$ cat config.mk
export PLATFORM = sky130hd
export DESIGN_NAME = bldc_commutator
export DESIGN_NICKNAME = d
export VERILOG_FILES = /design/src/rtl/bldc_comm_pkg.sv /design/src/rtl/hall_decode.sv /design/src/rtl/trip_latch.sv /design/src/rtl/dir_guard.sv /design/src/rtl/bldc_commutator.sv
export SDC_FILE = /design/constraint.sdc
export NUM_CORES = 1
export LEC_CHECK = 0
export BUFFER_PORTS_ARGS = -buffer_cell sky130_fd_sc_hd__buf_4
export CORE_AREA = 2 2 39 41
export CTS_CLUSTER_DIAMETER = 40
export DETAILED_ROUTE_END_ITERATION = 7
export DIE_AREA = 0 0 41 43
export PLACE_DENSITY_LB_ADDON = 0.12
export REMOVE_ABC_BUFFERS = 1
export SYNTH_ARGS = -nofsm -noshare
export SYNTH_HDL_FRONTEND = slang
export SYNTH_HIERARCHICAL = 1
export SYNTH_SLANG_ARGS = --single-unit
$ cat constraint.sdc
create_clock -name clk_i -period 3.8 [get_ports clk_i]
set_clock_uncertainty 0.1 [all_clocks]
set_input_delay 0.19 -clock clk_i [delete_from_list [all_inputs] [get_ports clk_i]]
set_output_delay 0.19 -clock clk_i [all_outputs]
set_load 0.01 [all_outputs]
$ cat src/rtl/bldc_comm_pkg.sv
package bldc_comm_pkg;
  localparam int PHASES   = 3;
  localparam int HALL_W   = 3;
  localparam int PH_U     = 0;
  localparam int PH_V     = 1;
  localparam int PH_W     = 2;

  typedef logic [PHASES-1:0] phase_vec_t;

  typedef struct packed {
    phase_vec_t hi;
    phase_vec_t lo;
  } drive_t;

  function automatic phase_vec_t ph_bit(input int idx);
    phase_vec_t v;
    v = '0;
    v[idx] = 1'b1;
    return v;
  endfunction
endpackage

$ cat src/rtl/hall_decode.sv
module hall_decode
  import bldc_comm_pkg::*;
(
  input  logic [HALL_W-1:0] hall_i,
  input  logic              rev_i,
  output drive_t            pat_o
);
  logic [HALL_W-1:0] code;

  always_comb begin
    code  = hall_i ^ {HALL_W{rev_i}};
    pat_o = '0;
    case (code)
      3'b101: begin pat_o.hi = ph_bit(PH_V); pat_o.lo = ph_bit(PH_U); end
      3'b100: begin pat_o.hi = ph_bit(PH_W); pat_o.lo = ph_bit(PH_U); end
      3'b110: begin pat_o.hi = ph_bit(PH_W); pat_o.lo = ph_bit(PH_V); end
      3'b010: begin pat_o.hi = ph_bit(PH_U); pat_o.lo = ph_bit(PH_V); end
      3'b011: begin pat_o.hi = ph_bit(PH_U); pat_o.lo = ph_bit(PH_W); end
      3'b001: begin pat_o.hi = ph_bit(PH_V); pat_o.lo = ph_bit(PH_W); end
      default: pat_o = '0;
    endcase
  end

  // decoded pair never shares a phase
  always_comb begin
    assert_pair_disjoint_R13: assert ((pat_o.hi & pat_o.lo) == '0);
  end
endmodule

$ cat src/rtl/trip_latch.sv
module trip_latch (
  input  logic clk_i,
  input  logic rst_ni,
  input  logic pwm_i,
  input  logic ilim_i,
  input  logic clr_i,
  output logic trip_o
);
  logic pwm_q;
  logic held_q;
  logic pwm_rise;

  assign pwm_rise = pwm_i & ~pwm_q;
  assign trip_o   = ilim_i | held_q;

  always_ff @(posedge clk_i or negedge rst_ni) begin
    if (!rst_ni) begin
      pwm_q  <= 1'b0;
      held_q <= 1'b0;
    end else begin
      pwm_q <= pwm_i;
      if (clr_i)         held_q <= 1'b0;
      else if (pwm_rise) held_q <= ilim_i;
      else               held_q <= held_q | ilim_i;
    end
  end

  // a trip seen outside clear persists into the next cycle unless the carrier rises
  assert_trip_hold_R8: assert property (@(posedge clk_i) disable iff (!rst_ni)
    (ilim_i && !clr_i) ##1 (!clr_i && !(pwm_i && !$past(pwm_i))) |-> trip_o);
endmodule

$ cat src/rtl/dir_guard.sv
module dir_guard (
  input  logic clk_i,
  input  logic rst_ni,
  input  logic rev_i,
  output logic dead_o
);
  logic rev_q;

  assign dead_o = rev_i ^ rev_q;

  always_ff @(posedge clk_i or negedge rst_ni) begin
    if (!rst_ni) rev_q <= 1'b0;
    else         rev_q <= rev_i;
  end

  assert_dead_after_toggle_R11: assert property (@(posedge clk_i) disable iff (!rst_ni)
    $stable(rev_i) |=> (dead_o == (rev_i != $past(rev_i))));
endmodule

$ cat src/rtl/bldc_commutator.sv
module bldc_commutator
  import bldc_comm_pkg::*;
(
  input  logic              clk_i,
  input  logic              rst_ni,
  input  logic [HALL_W-1:0] hall_i,
  input  logic              rev_i,
  input  logic              run_i,
  input  logic              brake_i,
  input  logic              pwm_i,
  input  logic              ilim_i,
  input  logic              prot_off_i,
  output logic              uh_o,
  output logic              vh_o,
  output logic              wh_o,
  output logic              ul_o,
  output logic              vl_o,
  output logic              wl_o
);
  drive_t pat;
  drive_t nxt;
  drive_t drv_q;
  logic   trip;
  logic   dead;

  hall_decode u_dec (
    .hall_i (hall_i),
    .rev_i  (rev_i),
    .pat_o  (pat)
  );

  trip_latch u_trip (
    .clk_i  (clk_i),
    .rst_ni (rst_ni),
    .pwm_i  (pwm_i),
    .ilim_i (ilim_i),
    .clr_i  (brake_i),
    .trip_o (trip)
  );

  dir_guard u_dir (
    .clk_i  (clk_i),
    .rst_ni (rst_ni),
    .rev_i  (rev_i),
    .dead_o (dead)
  );

  always_comb begin
    nxt = '0;
    if (!run_i) begin
      nxt = '0;
    end else if (brake_i) begin
      nxt.hi = prot_off_i ? '0 : '1;
    end else if (dead) begin
      nxt = '0;
    end else begin
      nxt.lo = pat.lo;
      nxt.hi = (prot_off_i || trip || !pwm_i) ? '0 : pat.hi;
    end
  end

  for (genvar p = 0; p < PHASES; p++) begin : g_phase
    always_ff @(posedge clk_i or negedge rst_ni) begin
      if (!rst_ni) begin
        drv_q.hi[p] <= 1'b0;
        drv_q.lo[p] <= 1'b0;
      end else begin
        drv_q.hi[p] <= nxt.hi[p];
        drv_q.lo[p] <= nxt.lo[p];
      end
    end

    assert_no_shoot_through_R13: assert property (@(posedge clk_i) disable iff (!rst_ni)
      !(drv_q.hi[p] && drv_q.lo[p]));
  end

  assign uh_o = drv_q.hi[PH_U];
  assign vh_o = drv_q.hi[PH_V];
  assign wh_o = drv_q.hi[PH_W];
  assign ul_o = drv_q.lo[PH_U];
  assign vl_o = drv_q.lo[PH_V];
  assign wl_o = drv_q.lo[PH_W];

  assert_stop_all_off_R9: assert property (@(posedge clk_i) disable iff (!rst_ni)
    !run_i |=> !(uh_o || vh_o || wh_o || ul_o || vl_o || wl_o));

  assert_brake_pattern_R6: assert property (@(posedge clk_i) disable iff (!rst_ni)
    (run_i && brake_i && !prot_off_i) |=> (uh_o && vh_o && wh_o && !ul_o && !vl_o && !wl_o));

  assert_prot_high_off_R10: assert property (@(posedge clk_i) disable iff (!rst_ni)
    prot_off_i |=> !(uh_o || vh_o || wh_o));

  assert_hall_equal_off_R4: assert property (@(posedge clk_i) disable iff (!rst_ni)
    (run_i && !brake_i && (hall_i == 3'b000 || hall_i == 3'b111))
      |=> !(uh_o || vh_o || wh_o || ul_o || vl_o || wl_o));

  assert_pwm_low_side_only_R5: assert property (@(posedge clk_i) disable iff (!rst_ni)
    (run_i && !brake_i && !pwm_i) |=> !(uh_o || vh_o || wh_o));

  assert_trip_high_off_R8: assert property (@(posedge clk_i) disable iff (!rst_ni)
    (run_i && !brake_i && ilim_i) |=> !(uh_o || vh_o || wh_o));

  assert_brake_ignores_trip_R7: assert property (@(posedge clk_i) disable iff (!rst_ni)
    (run_i && brake_i && ilim_i && !prot_off_i) |=> (uh_o && vh_o && wh_o));
endmodule

==> flow_summary_export.csv, run 1 <==
group,metric,value,unit
run_status,status,"completed",
route,num_vias,351,
setup_path,cp_cell_sequence,"xor2_1, or3b_1, o21ai_1",
setup_path,rr_startpoint,"u_dir/rev_q$_DFF_PN0_",
power_and_ir_drop,leakagePower,0.2938,nW
power_and_ir_drop,p_seq_frac,0.492,
global_routing,grt_pass1_vias,309,
yosys,ys_top_cells_by_area,"dfrtp_1 51%, nand3b_1 6.9%, nand2b_1 5.7%",
power_and_ir_drop,p_switching,0.00004672,W
die,core-area,1384,um^2
setup_path,critPathSlowestCell,"or3b_1",
die,die_w,41,um
layout,drive_gt1_frac,0.3387,
sta,max_freq,787.5,MHz
placement,hpwl,610.7,um
layout,layout_commonest_cell,"buf_4",
route,drt-total-wl,756,um
route,vias_per_cell,4.500,
layout,antenna_cells,0,
sta,setup_viol,0,
setup_path,cp_data_required_time,3.88,ns
sta,min_period,1.270,ns
yosys,syn_area,437.9,um^2
placement,place_congestion,0.7117,
setup_path,rrSetupSlack,2.53,ns
cts,cts_tree,"yes",
cts,clockRootBuffer,"clkbuf_4",
min_path,whs_path_depth,2,
setup_path,r2r_cells,3,
yosys,synth_top_family_by_area,"simple AND/OR/NAND/NOR gates",
yosys,synth_cell_type_count,17,
yosys,yosys_register_bits,9,
placement,pre_cts_slack,2.536,ns
cts,ctsHtreeMaxLevel,1,
power_and_ir_drop,netSwitchingFraction,0.2277,
sta,fin_crit_sh,0.3342,
route,drc,0,
placement,io_buffers,16,
route,first_iter_violations,6,
route,drtPass1Iterations,4,
setup_path,critPathMaxFanout,3,
sta,slew_headroom,0.8164,
layout,area_delta_synth_final,41.43,%
setup_path,path_class,"flop to flop",
power_and_ir_drop,pwr-share-comb,0.167,
setup_path,cp.arrival,1.35,ns
power_and_ir_drop,power_frac_clock,0.342,
yosys,synth_warnings,6,
yosys,synthMuxAreaShare,0.04571,
sta,finalMaxSlewViolations,0,
setup_path,start_kind,"flop",
min_path,hold_class,"input pin to flop",
yosys,syn_area_per_cell,10.68,um^2
global_routing,grt_max_degree,11,
layout,instances_no_fill,78,
cts,clock_sinks,9,
setup_path,cp_slowest_stage_delay,0.41,ns
cts,cts_resized,0,
cts,clockBufferDepth,2,
route,wire_per_inst,9.692,um
placement,placed_cells,72,
layout,nets,74,
min_path,hold_end,"u_trip/held_q$_DFF_PN0_",
power_and_ir_drop,ir_worst_vdd,0.09744,mV
power_and_ir_drop,powerDensity,331.3,nW/um^2
global_routing,antenna_found_initial,0,
global_routing,grt_pass1_wl,1.235,mm
global_routing,grt_overflow,0,
yosys,yosysTopAreaCellShare,0.5143,
sta,whs,0.01150,ns
setup_path,rr_endpoint,"uh_o$_DFF_PN0_",
yosys,yosys.area_share.xor_xnor,0.02000,
setup_path,cp-end-kind,"flop",
die,start_util,0.3165,
cts,insertion_delay,0.25,ns
cts,cts_buffers,3,
global_routing,grt_util_all_layers,0.1084,
job,maxCapViolCount,0,
sta,finalHoldViolCount,0,
sta,tightest_slew,0.2747,ns
yosys,synth-adder-area-share,0,
power_and_ir_drop,intPower,0.0001585,W
yosys,synth_compound_area_frac,0.09143,
die,rows,14,
cts,clk_pin_slew_worst_paths,0.06,ns
layout,layout_common_cells,"16 x buf_4, 9 x dfrtp_1, 4 x nand3b_1, 4 x nand2b_1, 4 x o22ai_1",
yosys,synth-simple-area-share,0.3086,
die,die_h,43,um
min_path,hp-start,"brake_i",
route,postRouteAntennaNets,0,
sta,fin_setup_tns,0,ns
yosys,ys_seq_area_frac,0.5143,
die,die_area,1763,um^2
power_and_ir_drop,power.total,0.0002052,W
sta,final.setup.worst_slack,2.530,ns
yosys,synthCells,41,
sta,rsz0062_at_grt,"false",
yosys,yosys.area.top_type,"dfrtp_1",
die,ios,17,
[cell usage after synthesis (all sizes together)]
cell type / number
o21ai: 3
nor2: 1
nand2: 3
nor3: 1
nand2b: 4
buf: 1
and2: 3
inv: 1
or2b: 1
mux2i: 2
xor2: 1
or3b: 1
nor3b: 2
dfrtp: 9
o22ai: 4
nand3b: 4
[what timing repair did]
| item | 4_1_cts | 5_1_grt |
|---|---|---|
| endpoints found under the hold margin | 10 | 0 |
| buffers inserted | 0 | 0 |
| hold buffers | 2 | 0 |
[state kept, by name, indices dropped and copies added, names as in the netlist]
signal,flops
u_dir/rev_q,1
u_trip/held_q,1
u_trip/pwm_q,1
uh_o,1
ul_o,1
vh_o,1
vl_o,1
wh_o,1
wl_o,1
[final cells by class]
cell class / instances / area [um^2]
Fill cell: 148 / 764.5
Timing Repair Buffer: 18 / 140.1
Sequential cell: 9 / 225.2
Inverter: 1 / 3.754
Tap cell: 16 / 20.02
Clock buffer: 4 / 26.28
Multi-Input combinational cell: 30 / 203.9
[metrics by stage]
step / util / instance area, um^2
2_1_floorplan: - / 432.9
3_3_place_gp: 0.4141 / 573.1
3_5_place_dp: 0.4141 / 573.1
4_1_cts: 0.4476 / 619.3
5_1_grt: 0.4476 / 619.3
6_report: 0.4476 / 619.3
[power by group through the flow]
stage | clock network, W | logic [W] | registers, W
global placement | 0 | 0.0000327 | 0.000103
CTS | 0.0000737 | 0.0000346 | 0.000101
global route | 0.0000768 | 0.0000384 | 0.000101
finish | 0.0000701 | 0.0000342 | 0.000101
floorplan | 0 | 0.0000125 | 0.000104
detailed placement | 0 | 0.0000329 | 0.000103
[logic make-up (layout without fill, tap and decap cells)]
kind of cell	after synthesis	after routing
flops	9	9
simple gates	20	20
compound gates	7	7
buf+inv	2	23
mux	2	2
xor+xnor	1	1
[layer usage]
| layer | GRT usage | part of all wire | vias up |
|---|---|---|---|
| li1 | - | - | 184 |
| met3 | 0.03141 | 0.071 | 0 |
| met5 | 0 | 0 | - |
| met4 | 0.1000 | 0 | 0 |
| met1 | 0.1457 | 0.46 | 153 |
| met2 | 0.1313 | 0.47 | 14 |
[critical path, delay by kind of cell, from the launching register on]
family	cells	cell delay, ns
compound gates	1	0.15
xor+xnor	1	0.16
flops	1	0.37
simple gates	1	0.41
[worst max path at each step]
stage	slack (ns)	cells after the start	start	endpoint
after floorplan	2.59	3	u_dir/rev_q$_DFF_PN0_	uh_o$_DFF_PN0_
after global placement	2.56	3	u_dir/rev_q$_DFF_PN0_	uh_o$_DFF_PN0_
after detailed placement	2.54	3	u_dir/rev_q$_DFF_PN0_	wh_o$_DFF_PN0_
after CTS	2.52	4	u_trip/held_q$_DFF_PN0_	wh_o$_DFF_PN0_
after global routing	2.46	3	u_dir/rev_q$_DFF_PN0_	vh_o$_DFF_PN0_
final	2.53	3	u_dir/rev_q$_DFF_PN0_	uh_o$_DFF_PN0_
No activity file was read; power rests on OpenSTA's default activity.
==> run 2, diff against run 1 <==
- clock period: 3.8 -> 1.3 ns (I/O delays scaled with it)
==> flow_summary_export.csv, run 2 (synthesis results as in run 1) <==
group,metric,value,unit
setup_path,start_kind,"flop",
layout,multi_input_area,214.0,um^2
cts,clockRootBuffer,"clkbuf_4",
power_and_ir_drop,leakagePower,0.3243,nW
power_and_ir_drop,netSwitchingFraction,0.2315,
setup_path,path_buf_inv,0,
setup_path,path_class,"flop to flop",
route,wire_per_inst,10.11,um
global_routing,grt_pass1_wl,1.518,mm
setup_path,cp_data_required_time,1.39,ns
route,drc,0,
power_and_ir_drop,p_switching,0.0001439,W
global_routing,grt_util_all_layers,0.1348,
placement,hpwl,646.2,um
route,num_vias,390,
setup_path,cp-end-kind,"flop",
sta,min_period,1.237,ns
route,highest_layer,"met4",
placement,pre_cts_slack,0.003148,ns
route,route.met3.wl,63,um
global_routing,antenna_found_initial,0,
layout,nets,80,
setup_path,rrSetupSlack,0.06,ns
sta,finalMaxSlewViolations,0,
route,drtPass1Iterations,3,
layout,drive_gt1_frac,0.3676,
setup_path,rr_endpoint,"wh_o$_DFF_PN0_",
die,die_h,43,um
setup_path,r2r_cells,3,
die,ios,17,
cts,clockBufferDepth,2,
placement,place_congestion,0.7130,
setup_path,cp-endpoint,"wh_o$_DFF_PN0_",
power_and_ir_drop,power_frac_clock,0.335,
cts,cts_tree,"yes",
cts,ctsHtreeMaxLevel,1,
sta,fin_crit_sh,0.9518,
cts,post_cts_buffers,0,
die,core-area,1384,um^2
power_and_ir_drop,p_seq_frac,0.474,
power_and_ir_drop,powerDensity,905.1,nW/um^2
cts,cts_buffers,3,
run_status,status,"completed",
layout,layout_common_cells,"17 x buf_4, 9 x dfrtp_1, 7 x dlygate4sd3_1",
cts,clock_sinks,9,
route,first_iter_violations,7,
layout,layout_commonest_cell,"buf_4",
setup_path,cp_slowest_stage_delay,0.40,ns
sta,finalHoldViolCount,0,
sta,max_freq,808.2,MHz
die,die_w,41,um
cts,insertion_delay,0.26,ns
die,die_area,1763,um^2
setup_path,cp.arrival,1.33,ns
setup_path,critPathSlowestCell,"or3b_4",
setup_path,worst-path-stages,3,
layout,seq_area,225.2,um^2
global_routing,grt_overflow,0,
power_and_ir_drop,intPower,0.0004778,W
route,vias_per_cell,4.643,
setup_path,rr_startpoint,"u_dir/rev_q$_DFF_PN0_",
job,maxCapViolCount,0,
sta,tightest_slew,0.2874,ns
cts,clk_pin_slew_worst_paths,0.06,ns
global_routing,grt_max_degree,11,
layout,area_delta_synth_final,56.86,%
layout,fillCellCount,139,
route,wl_met1,354,um
die,rows,14,
sta,rsz0062_at_grt,"true",
power_and_ir_drop,pwr-share-comb,0.191,
global_routing,grt_pass1_vias,389,
route,wl_met2,412,um
route,drt-total-wl,849,um
sta,setup_viol,0,
setup_path,path_delay_family,"simple AND/OR/NAND/NOR gates",
sta,slew_headroom,0.8080,
die,start_util,0.3165,
layout,antenna_cells,0,
power_and_ir_drop,ir_worst_vdd,0.3800,mV
sta,whs,0.04914,ns
setup_path,startpoint,"u_dir/rev_q$_DFF_PN0_",
min_path,hold_class,"input pin to flop",
route,postRouteAntennaNets,0,
sta,final.setup.worst_slack,0.06264,ns
placement,io_buffers,16,
setup_path,critPathMaxFanout,3,
setup_path,cp_cell_sequence,"xor2_1, or3b_4, o21ai_1",
==> run 2: worst min-delay path by stage <==
stage / cells after the start / slack (ns) / from / end
2_1_floorplan: 0 / -0.33 / rst_ni / u_dir/rev_q$_DFF_PN0_
3_3_place_gp: 1 / -0.21 / rst_ni / vl_o$_DFF_PN0_
3_5_place_dp: 1 / -0.21 / rst_ni / vl_o$_DFF_PN0_
4_1_cts: 3 / 0.04 / hall_i[0] / wl_o$_DFF_PN0_
5_1_grt: 2 / 0.06 / rst_ni / vh_o$_DFF_PN0_
6_report: 3 / 0.05 / hall_i[0] / wl_o$_DFF_PN0_
==> run 2: layer usage <==
metal | GRT usage | vias to the layer above
met5 | 0 | -
met2 | 0.1969 | 16
met3 | 0.04712 | 2
met1 | 0.1424 | 174
met4 | 0.1200 | 0
li1 | - | 198
==> run 2: cell type report <==
class | count | share of cell area
multi-input cells | 30 | 0.3115
inverters | 1 | 0.005464
flip-flops and latches | 9 | 0.3279
clock buffers | 4 | 0.03825
repair buffers | 24 | 0.2878
well taps | 16 | 0.02914
==> run 2: power groups by stage <==
stage                     clock (W)  combinational, W  sequential (W)
after floorplan                   0         0.0000367        0.000303
after global routing       0.000234          0.000133        0.000296
after global placement            0         0.0000989        0.000300
after CTS                  0.000223          0.000117        0.000295
final                      0.000208          0.000119        0.000295
after detailed placement          0         0.0000999        0.000300
==> run 2: per-stage QoR <==
| stage | utilization | power (W) | instances | cell area (um^2) | TNS [ns] |
|---|---|---|---|---|---|
| after floorplan | - | 0.0003398 | 40 | 432.9 | 0 |
| final | 0.4964 | 0.0006217 | 84 | 686.9 | 0 |
| after CTS | 0.4892 | 0.0006350 | 84 | 676.9 | 0 |
| after global placement | 0.4195 | 0.0003987 | 73 | 580.6 | 0 |
| after global routing | 0.4964 | 0.0006634 | 84 | 686.9 | -0.006821 |
| after detailed placement | 0.4195 | 0.0004000 | 73 | 580.6 | 0 |
==> run 2: repair_timing <==
item / in CTS / in global routing
endpoints found under the setup margin: 1 / 4
endpoints found under the hold margin: 14 / 0
resized for setup: 0 / 3
hold buffers: 7 / 0
pin swaps: 1 / 2
==> run 2: worst reg2reg max path, stage by stage (launching register included) <==
cell	delay (ns)
dfrtp_1	0.37
xor2_1	0.17
or3b_4	0.40
o21ai_1	0.13
==> run 3, diff against run 2 <==
- PLACE_DENSITY_LB_ADDON: 0.12 -> default
==> flow_summary_export.csv, run 3 (synthesis results as in run 1) <==
group,metric,value,unit
placement,place_congestion,0.6516,
cts,clock_sinks,9,
cts,ctsHtreeMaxLevel,1,
sta,min_period,1.258,ns
layout,nets,79,
sta,fin_crit_sh,0.9678,
die,start_util,0.3165,
sta,finalMaxSlewViolations,0,
cts,insertion_delay,0.25,ns
setup_path,start_kind,"flop",
setup_path,rr_endpoint,"wh_o$_DFF_PN0_",
global_routing,grt_overflow,0,
global_routing,antenna_found_initial,0,
sta,fin_setup_tns,0,ns
cts,clockBufferDepth,2,
run_status,status,"completed",
setup_path,cp.arrival,1.34,ns
route,drc,0,
sta,slew_headroom,0.8531,
setup_path,r2r_cells,3,
layout,drive_gt1_frac,0.4030,
layout,layout_common_cells,"17 x buf_4, 9 x dfrtp_1, 6 x dlygate4sd3_1",
layout,instances_no_fill,83,
layout,area_delta_synth_final,56.29,%
route,postRouteAntennaNets,0,
die,die_area,1763,um^2
setup_path,critPathMaxFanout,3,
die,rows,14,
power_and_ir_drop,powerDensity,898.9,nW/um^2
global_routing,grt_pass1_vias,329,
sta,tightest_slew,0.2195,ns
power_and_ir_drop,leakagePower,0.3220,nW
setup_path,path_class,"flop to flop",
die,core-area,1384,um^2
setup_path,rr_startpoint,"u_dir/rev_q$_DFF_PN0_",
global_routing,grt_pass1_wl,1.393,mm
setup_path,rrSetupSlack,0.04,ns
layout,antenna_cells,0,
cts,post_cts_buffers,0,
cts,cts_buffers,3,
setup_path,cp-end-kind,"flop",
die,ios,17,
layout,fillCellCount,128,
sta,finalHoldViolCount,0,
die,die_h,43,um
min_path,hold_class,"input pin to flop",
global_routing,grt_util_all_layers,0.1202,
cts,clockRootBuffer,"clkbuf_4",
min_path,hp-start,"run_i",
sta,whs,0.01720,ns
route,wire_per_inst,9.747,um
layout,layout_commonest_cell,"buf_4",
route,vias_per_cell,4.602,
cts,clk_pin_slew_worst_paths,0.06,ns
route,drtPass1Iterations,4,
die,die_w,41,um
global_routing,grt_max_degree,11,
power_and_ir_drop,ir_worst_vdd,0.4837,mV
route,first_iter_violations,6,
min_path,hold_end,"wh_o$_DFF_PN0_",
sta,max_freq,794.8,MHz
cts,cts_tree,"yes",
sta,setup_viol,0,
job,maxCapViolCount,0,
route,num_vias,382,
route,drt-total-wl,809,um
sta,rsz0062_at_grt,"false",
placement,io_buffers,16,
min_path,whs_path_depth,3,
setup_path,cp_data_required_time,1.38,ns
placement,placed_cells,73,
-- run 3: worst max-delay path by stage --
| stage | start | endpoint |
|---|---|---|
| 2_1_floorplan | u_dir/rev_q$_DFF_PN0_ | uh_o$_DFF_PN0_ |
| 5_1_grt | u_dir/rev_q$_DFF_PN0_ | vh_o$_DFF_PN0_ |
| 4_1_cts | u_dir/rev_q$_DFF_PN0_ | uh_o$_DFF_PN0_ |
| 3_5_place_dp | u_dir/rev_q$_DFF_PN0_ | uh_o$_DFF_PN0_ |
| 3_3_place_gp | u_dir/rev_q$_DFF_PN0_ | wh_o$_DFF_PN0_ |
| 6_report | u_dir/rev_q$_DFF_PN0_ | wh_o$_DFF_PN0_ |
-- run 3: power breakdown --
group	leakage [nW]	switching, W	internal, W
Combinational	0.189	0.0000511	0.0000677
Clock	0.0150	0.0000837	0.000117
Sequential	0.118	0.00000372	0.000292
-- run 3: stage by stage --
step	utilization	total power, W	instance area, um^2	setup WS (ns)
floorplan	-	0.0003398	432.9	0.09095
global placement	0.4195	0.0003980	580.6	0.06635
detailed placement	0.4195	0.0003993	580.6	0.02737
CTS	0.4819	0.0006209	666.9	0.001790
global route	0.4946	0.0006549	684.4	0.007096
finish	0.4946	0.0006152	684.4	0.04188
-- run 3: cell type report --
class / count / area [um^2] / area share
clock buffers: 4 / 26.28 / 0.03839
inverters: 1 / 3.754 / 0.005484
multi-input cells: 30 / 221.5 / 0.3236
flip-flops and latches: 9 / 225.2 / 0.3291
well taps: 16 / 20.02 / 0.02925
repair buffers: 23 / 187.7 / 0.2742
-- run 3: what timing repair did --
action	in CTS	in global routing
endpoints found under the hold margin	14	0
hold buffers	6	0
endpoints found under the setup margin	0	6
resized for setup	0	5
-- run 3: critical path, stage by stage, from the launching register on --
cell	delay, ns
dfrtp_1	0.37
xor2_1	0.18
or3b_4	0.40
o21ai_1	0.14
-- run 3: metal layers --
layer / vias up / GRT usage / wire length [um]
met2: 10 / 0.1656 / 420
li1: 197 / - / -
met5: - / 0 / 0
met4: 0 / 0.06000 / 0
met3: 0 / 0.04712 / 37
met1: 175 / 0.1574 / 351
